## config.mk

```make
export PLATFORM = sky130hd
export DESIGN_NAME = mem_resp_wdog
export DESIGN_NICKNAME = d
export VERILOG_FILES = /design/src/rtl/mrw_pkg.sv /design/src/rtl/mrw_ctrl.sv /design/src/rtl/mrw_counter.sv /design/src/rtl/mrw_flag.sv /design/src/rtl/mem_resp_wdog.sv
export SDC_FILE = /design/constraint.sdc
export NUM_CORES = 1
export LEC_CHECK = 0
export BUFFER_PORTS_ARGS = -buffer_cell sky130_fd_sc_hd__buf_2
export CORE_ASPECT_RATIO = 1.1
export CORE_MARGIN = 2
export CORE_UTILIZATION = 35
export DETAILED_ROUTE_END_ITERATION = 8
export HOLD_SLACK_MARGIN = 0.12
export MAX_ROUTING_LAYER = met4
export SYNTH_ARGS = -nofsm -noshare
export SYNTH_HDL_FRONTEND = slang
export SYNTH_SLANG_ARGS = --single-unit
export TNS_END_PERCENT = 30
```

## constraint.sdc

```tcl
create_clock -name clk -period 3.3 [get_ports clk]
set_input_delay 0.66 -clock clk [delete_from_list [all_inputs] [get_ports clk]]
set_output_delay 0.66 -clock clk [all_outputs]
set_load 0.02 [all_outputs]
```

## src/rtl/mrw_pkg.sv

```systemverilog
package mrw_pkg;
  // One action is chosen per clock edge, in priority order.
  typedef enum logic [2:0] {
    ACT_HOLD   = 3'd0,
    ACT_OFF    = 3'd1,
    ACT_LOAD   = 3'd2,
    ACT_RELOAD = 3'd3,
    ACT_DEC    = 3'd4,
    ACT_EXPIRE = 3'd5
  } wd_act_e;
endpackage

```

## src/rtl/mrw_ctrl.sv

```systemverilog
module mrw_ctrl #(
  parameter int CNT_W = 8
) (
  input  logic             acc_start,
  input  logic             mem_ready,
  input  logic [CNT_W-1:0] wd_limit,
  input  logic             armed,
  input  logic [CNT_W-1:0] cnt,
  output mrw_pkg::wd_act_e act
);
  import mrw_pkg::*;

  localparam logic [CNT_W-1:0] ONE = CNT_W'(1);

  logic disabled;
  assign disabled = (wd_limit == '0);

  always_comb begin
    act = ACT_HOLD;
    if (disabled)              act = ACT_OFF;
    else if (acc_start)        act = ACT_LOAD;
    else if (armed) begin
      if (mem_ready)           act = ACT_RELOAD;
      else if (cnt <= ONE)     act = ACT_EXPIRE;
      else                     act = ACT_DEC;
    end
  end
endmodule

```

## src/rtl/mrw_counter.sv

```systemverilog
module mrw_counter #(
  parameter int CNT_W = 8
) (
  input  logic             clk,
  input  logic             rst,
  input  mrw_pkg::wd_act_e act,
  input  logic [CNT_W-1:0] wd_limit,
  output logic [CNT_W-1:0] cnt,
  output logic             armed,
  output logic             expire
);
  import mrw_pkg::*;

  assign expire = (act == ACT_EXPIRE);

  always_ff @(posedge clk) begin
    if (rst) begin
      cnt   <= '0;
      armed <= 1'b0;
    end else begin
      unique case (act)
        ACT_OFF: begin
          cnt   <= '0;
          armed <= 1'b0;
        end
        ACT_LOAD: begin
          cnt   <= wd_limit;
          armed <= 1'b1;
        end
        ACT_RELOAD: begin
          cnt   <= wd_limit;
          armed <= 1'b0;
        end
        ACT_DEC: begin
          cnt   <= cnt - CNT_W'(1);
        end
        ACT_EXPIRE: begin
          cnt   <= '0;
          armed <= 1'b0;
        end
        default: begin
          cnt   <= cnt;
        end
      endcase
    end
  end
endmodule

```

## src/rtl/mrw_flag.sv

```systemverilog
module mrw_flag (
  input  logic clk,
  input  logic rst,
  input  logic set_i,
  input  logic clr_i,
  output logic flag
);
  always_ff @(posedge clk) begin
    if (rst)        flag <= 1'b0;
    else if (set_i) flag <= 1'b1;
    else if (clr_i) flag <= 1'b0;
  end
endmodule

```

## src/rtl/mem_resp_wdog.sv

```systemverilog
module mem_resp_wdog #(
  parameter int CNT_W = 8
) (
  input  logic             clk,
  input  logic             rst,
  input  logic             acc_start,
  input  logic             mem_ready,
  input  logic [CNT_W-1:0] wd_limit,
  input  logic             flag_clr,
  output logic [CNT_W-1:0] wd_count,
  output logic             wd_flag
);
  import mrw_pkg::*;

  wd_act_e          act;
  logic [CNT_W-1:0] cnt;
  logic             armed;
  logic             expire;

  mrw_ctrl #(.CNT_W(CNT_W)) u_ctrl (
    .acc_start (acc_start),
    .mem_ready (mem_ready),
    .wd_limit  (wd_limit),
    .armed     (armed),
    .cnt       (cnt),
    .act       (act)
  );

  mrw_counter #(.CNT_W(CNT_W)) u_cnt (
    .clk      (clk),
    .rst      (rst),
    .act      (act),
    .wd_limit (wd_limit),
    .cnt      (cnt),
    .armed    (armed),
    .expire   (expire)
  );

  mrw_flag u_flag (
    .clk   (clk),
    .rst   (rst),
    .set_i (expire),
    .clr_i (flag_clr),
    .flag  (wd_flag)
  );

  assign wd_count = cnt;
endmodule

```

Yosys cells after proc, flatten, opt, wreduce, memory -nomap -nowiden. Cells that the tools add are included.

Eq/ne operators: 5. Reductions and logical operators: 7. Mux-type cells: 9. Order comparisons: 1. Add/sub/neg operators: 1.

Operators with widths (count): $pmux W8 S3 (1); $mux W3 (4); $le A8 B1 Y1 const B (1); $logic_not A8 Y1 (1); $sub A8 B1 Y8 const B (1); $eq A3 B2 Y1 const B (2); $eq A3 B3 Y1 const B (2); $reduce_bool A2 Y1 (2); $reduce_or A2 Y1 (2); $eq A3 B1 Y1 const B (1); $mux W1 (3); $reduce_bool A3 Y1 (1); $reduce_or A3 Y1 (1); $pmux W1 S2 (1).

Word-level logic and storage cells: 26. Output and inout port bits: 9. Input port bits: 13. Flip-flop bits (word level): 10.

Depth between registers and ports, before layout.
Depth in word-level cells: 9. Depth in mapped cells: 7. Mapped depth without buffers: 6.

Hierarchy. A second synthesis with hierarchy kept.

Cells, all modules: 92. Area, all modules: 716.9 um^2.

By module, submodules not included: mrw_counter (sequential area each 180.2 um^2, instances 1, area an instance 606.8 um^2, cells an instance 77); mrw_ctrl (sequential area each 0.0 um^2, instances 1, area an instance 71.3 um^2, cells an instance 11); mrw_flag (sequential area each 20.0 um^2, instances 1, area an instance 38.8 um^2, cells an instance 4).

Worst setup path before layout. No wires, ideal clock.

Kind: input-to-reg. From: in wd_limit[1]. To: reg u_cnt.cnt[2]. Buffers on the path: 1. Arrival: 1.782 ns. Library setup time: 0.103 ns. Required time: 3.197 ns. Cell stages on the path: 6. Path slack: 1.414 ns. Cells stage by stage: nor4_1 -> nand2_1 -> and3_1 -> buf_6 -> and3_4 -> a2111oi_2.

Cells in the longest elaborated chain, start to end: 5. Elaborated cells between the ends (all ways): 11. Classes of those cells: 5 x eq/ne; 2 x mux; 4 x reduce/logical.

Ends and longest elaborated chain: start, declared (RTL line mem_resp_wdog.sv:8) `input logic [CNT_W-1:0] wd_limit,`; $logic_not A8 Y1 (*) (RTL line mrw_ctrl.sv:16) `assign disabled = (wd_limit == '0);`; $mux W3 (*) (RTL line mrw_ctrl.sv:20) `if (disabled) act = ACT_OFF;`; $eq A3 B3 Y1 (tied with other cells) (RTL line mrw_counter.sv:21) `unique case (act)`; $reduce_or A2 Y1 (no source line); $pmux W8 S3 / $reduce_bool A3 Y1 (equally long branches); end signal, assigned (RTL line mrw_counter.sv:27) `cnt <= wd_limit;`; end signal, assigned (RTL line mrw_counter.sv:31) `cnt <= wd_limit;`; end signal, assigned (RTL line mrw_counter.sv:35) `cnt <= cnt - CNT_W'(1);`; end, declared (RTL line mrw_counter.sv:8) `output logic [CNT_W-1:0] cnt,`.

Every way passes the cells marked *; elsewhere a longest branch is shown, timed or not. A chain may end at the register's enable or synchronous reset.

Worst setup path after layout.
From: in wd_limit[1]. To: reg u_cnt.cnt[4].

The elaborated chain is that of the path after synthesis.

==> qor.yml <==
place:
  dp_hpwl_um: 1220
  placed_cell_area_um2: 764
  port_buffers: 21
  dp_worst_setup_slack_ns: 1.07
  place_congestion: 0.775
die:
  ios: 22
  die_x_um: 45.3
  die-area_um2: 2240
  start_util_pct: 36.8
  std_cell_rows: 16
  coreArea_um2: 1780
  die_y_um: 49.4
cells_and_area:
  drive_above_1_share_pct: 30.0
  diodes: 0
  post-route-util_pct: 44.9
  post-route-cell-area_um2: 801
  area_delta_synth_final_pct: 22.1
  nNetsFinal: 116
synthesis:
  async_flop_share_pct: 0
  syn_inst: 78
  yosys_warnings: 0
  synth_edf_count: 0
  synth_seq_cells: 10
  ys_seq_area_share_pct: 30.5
  synth_area_um2: 656
  yosysMostFrequentCell: "dfxtp_1"
  synth_ff_type: "dfxtp_1"
  synth_area_leaders: "dfxtp_1, xnor2_1, a221oi_1"
  synth_nets: 93
  yosysTopAreaCellShare_pct: 30.5
  synth.distinct_cells: 29
  synth_top_cell_by_area: "dfxtp_1"
  yosys-top-cells-count: "dfxtp_1, inv_1, nand2_1"
  syn_avg_cell_area_um2: 8.41
critical_path:
  cp_max_fo: 11
  crit_type: "in -> reg"
  critPathLaunchType: "input pin"
  crit_arrival_ns: 2.14
  worstPathCellList: "buf_2, nor4_1, nand2_1, and3_1, and3_1, a2111oi_2"
  critPathCaptureType: "register"
  crit_path_frequent_cell: "and3_1"
  slowest_stage: "nor4_1"
  reg2reg_slack_ns: 1.34
  cpPeakStageDelay_ns: 0.40
  required_ns: 3.47
sta:
  relSlewSlack_pct: 31.8
  min_period_ns: 1.96
  setup_viol: 0
  hold_violations: 0
  clock.fmax_mhz: 509
  final_max_slew_viol_count: 0
  worst_pin_slew_ns: 1.02
  finalCritPeriodShare_pct: 59.5
  fin_setup_tns_ns: 0
  worst_slack_ns: 1.34
  rsz0062_at_grt: "false"
  finalClockSkew_ns: 0.00180
clock_network:
  cts_made_buffers: 3
  clkTransAtPathRegs_ns: 0.07
  tritoncts: "done"
  cts_root_buffer: "clkbuf_4"
  clk_path_buf_depth: 2
  clk_latency_ns: 0.27
  ctsHoldBuffers: 0
  post_cts_buffers: 0
  cts_resized: 0
  cts_sinks: 10
  htree_levels: 1
power:
  combinationalPowerShare_pct: 26.9
  power_switching_share_pct: 32.2
  power.density_nw_per_um2: 440
  p_leak_uw: 0.000348
  p_switching_uw: 113
  internal_power_uw: 239
  ir_drop_uv: 217
  pwr-share-seq_pct: 40.3
  p_clk_share_pct: 32.7
detailed_routing:
  via_count: 669
  drt-initial-drc-count: 27
  drt_first_pass_iters: 4
  ant_nets: 0
  drc: 0
  vias_per_cell: 5.67
  wl_per_cell_um: 13.3
  wl_um: 1570
grt:
  track_usage_pct: 16.0
  antenna_found_initial: 0
  overflow: 0
  grt_pass1_wl_um: 2550
  grt_max_degree: 12
  grt_pass1_vias: 581
worst_hold_path:
  holdCritPathClass: "reg -> reg"
job:
  maxCapViolations: 0
status:
  status: "completed"
## power by group through the flow
stage                     sequential (uW)  combinational, uW  clock, uW
after floorplan                       154               58.7          0
after global placement                145               94.9          0
after detailed placement              145               94.2          0
after CTS                             142               95.2        118
after global routing                  144                105        124
final                                 142               94.9        115
## state kept, by name (all words and copies together), names as in the netlist
| register | cells |
|---|---|
| u_flag.flag | 1 |
| u_cnt.cnt | 8 |
| u_cnt.armed | 1 |
## path summary, 6_finish.rpt
check                    start      endpoint  cells after the start
setup / recovery   wd_limit[1]  u_cnt.cnt[4]                      6
hold / removal     u_flag.flag   u_flag.flag                      2
setup reg to reg  u_cnt.cnt[0]  u_cnt.cnt[3]                      6
hold reg to reg    u_flag.flag   u_flag.flag                      2
## cell families (layout without fill, tap and decap cells)
family,count (synthesis),in the layout,synth area share [%]
fa+ha+maj,2,2,3.82
simple gates,26,26,24.6
flops,10,10,30.5
compound gates,22,22,25.0
xor+xnor,6,6,8.02
buf+inv,12,34,8.01
## critical path, delay by kind of cell
family	cells	cell delay [ns]
AND/OR/NAND/NOR	4	1.06
buffers and inverters	1	0.10
AO/OA/AOI/OAI	1	0.31
## area by class of cell
class	count	area, um2
multi-input cells	56	403
fillers	184	981
clock buffers	4	36.3
inverters	9	33.8
flip-flops and latches	10	200
repair buffers	21	105
well taps	18	22.5
## per-stage QoR
| step | total power (uW) | hold WS (ns) | cells |
|---|---|---|---|
| 6_report | 352 | 0.485 | 118 |
| 5_1_grt | 373 | 0.523 | 118 |
| 4_1_cts | 355 | 0.491 | 118 |
| 3_5_place_dp | 239 | 0.480 | 114 |
| 3_3_place_gp | 240 | 0.458 | 114 |
| 2_1_floorplan | 213 | 0.547 | 78 |
## layout by cell type, fill, tap and decap left out
cell / synthesis / routed
a2111oi_2: 2 / 2
a211oi_1: 2 / 2
a21oi_1: 5 / 5
a221oi_1: 4 / 4
a22oi_1: 1 / 1
a31o_2: 1 / 1
and3_1: 2 / 2
and3_4: 1 / 1
and3b_1: 1 / 1
buf_2: 0 / 21
clkbuf_4: 0 / 3
clkbuf_8: 0 / 1
dfxtp_1: 10 / 10
ha_1: 2 / 2
inv_1: 9 / 9
nand2_1: 7 / 7
nand2b_1: 2 / 2
nand3_1: 1 / 1
nand3b_1: 2 / 2
nand4_1: 1 / 1
nor2_1: 3 / 3
nor3_1: 1 / 1
nor3b_1: 1 / 1
nor4_1: 2 / 2
nor4_4: 1 / 1
o2111ai_1: 2 / 2
o21ai_0: 5 / 5
or3_1: 1 / 1
xnor2_1: 6 / 6
## layer usage
metal / up-vias / track usage, % / share of wire, %
li1: 333 / - / -
met1: 304 / 21.5 / 44
met2: 28 / 22.6 / 48
met3: 4 / 3.33 / 6.7
met4: 0 / 7.35 / 1.5
met5: - / - / 0
(Power assumes the default switching activity.)
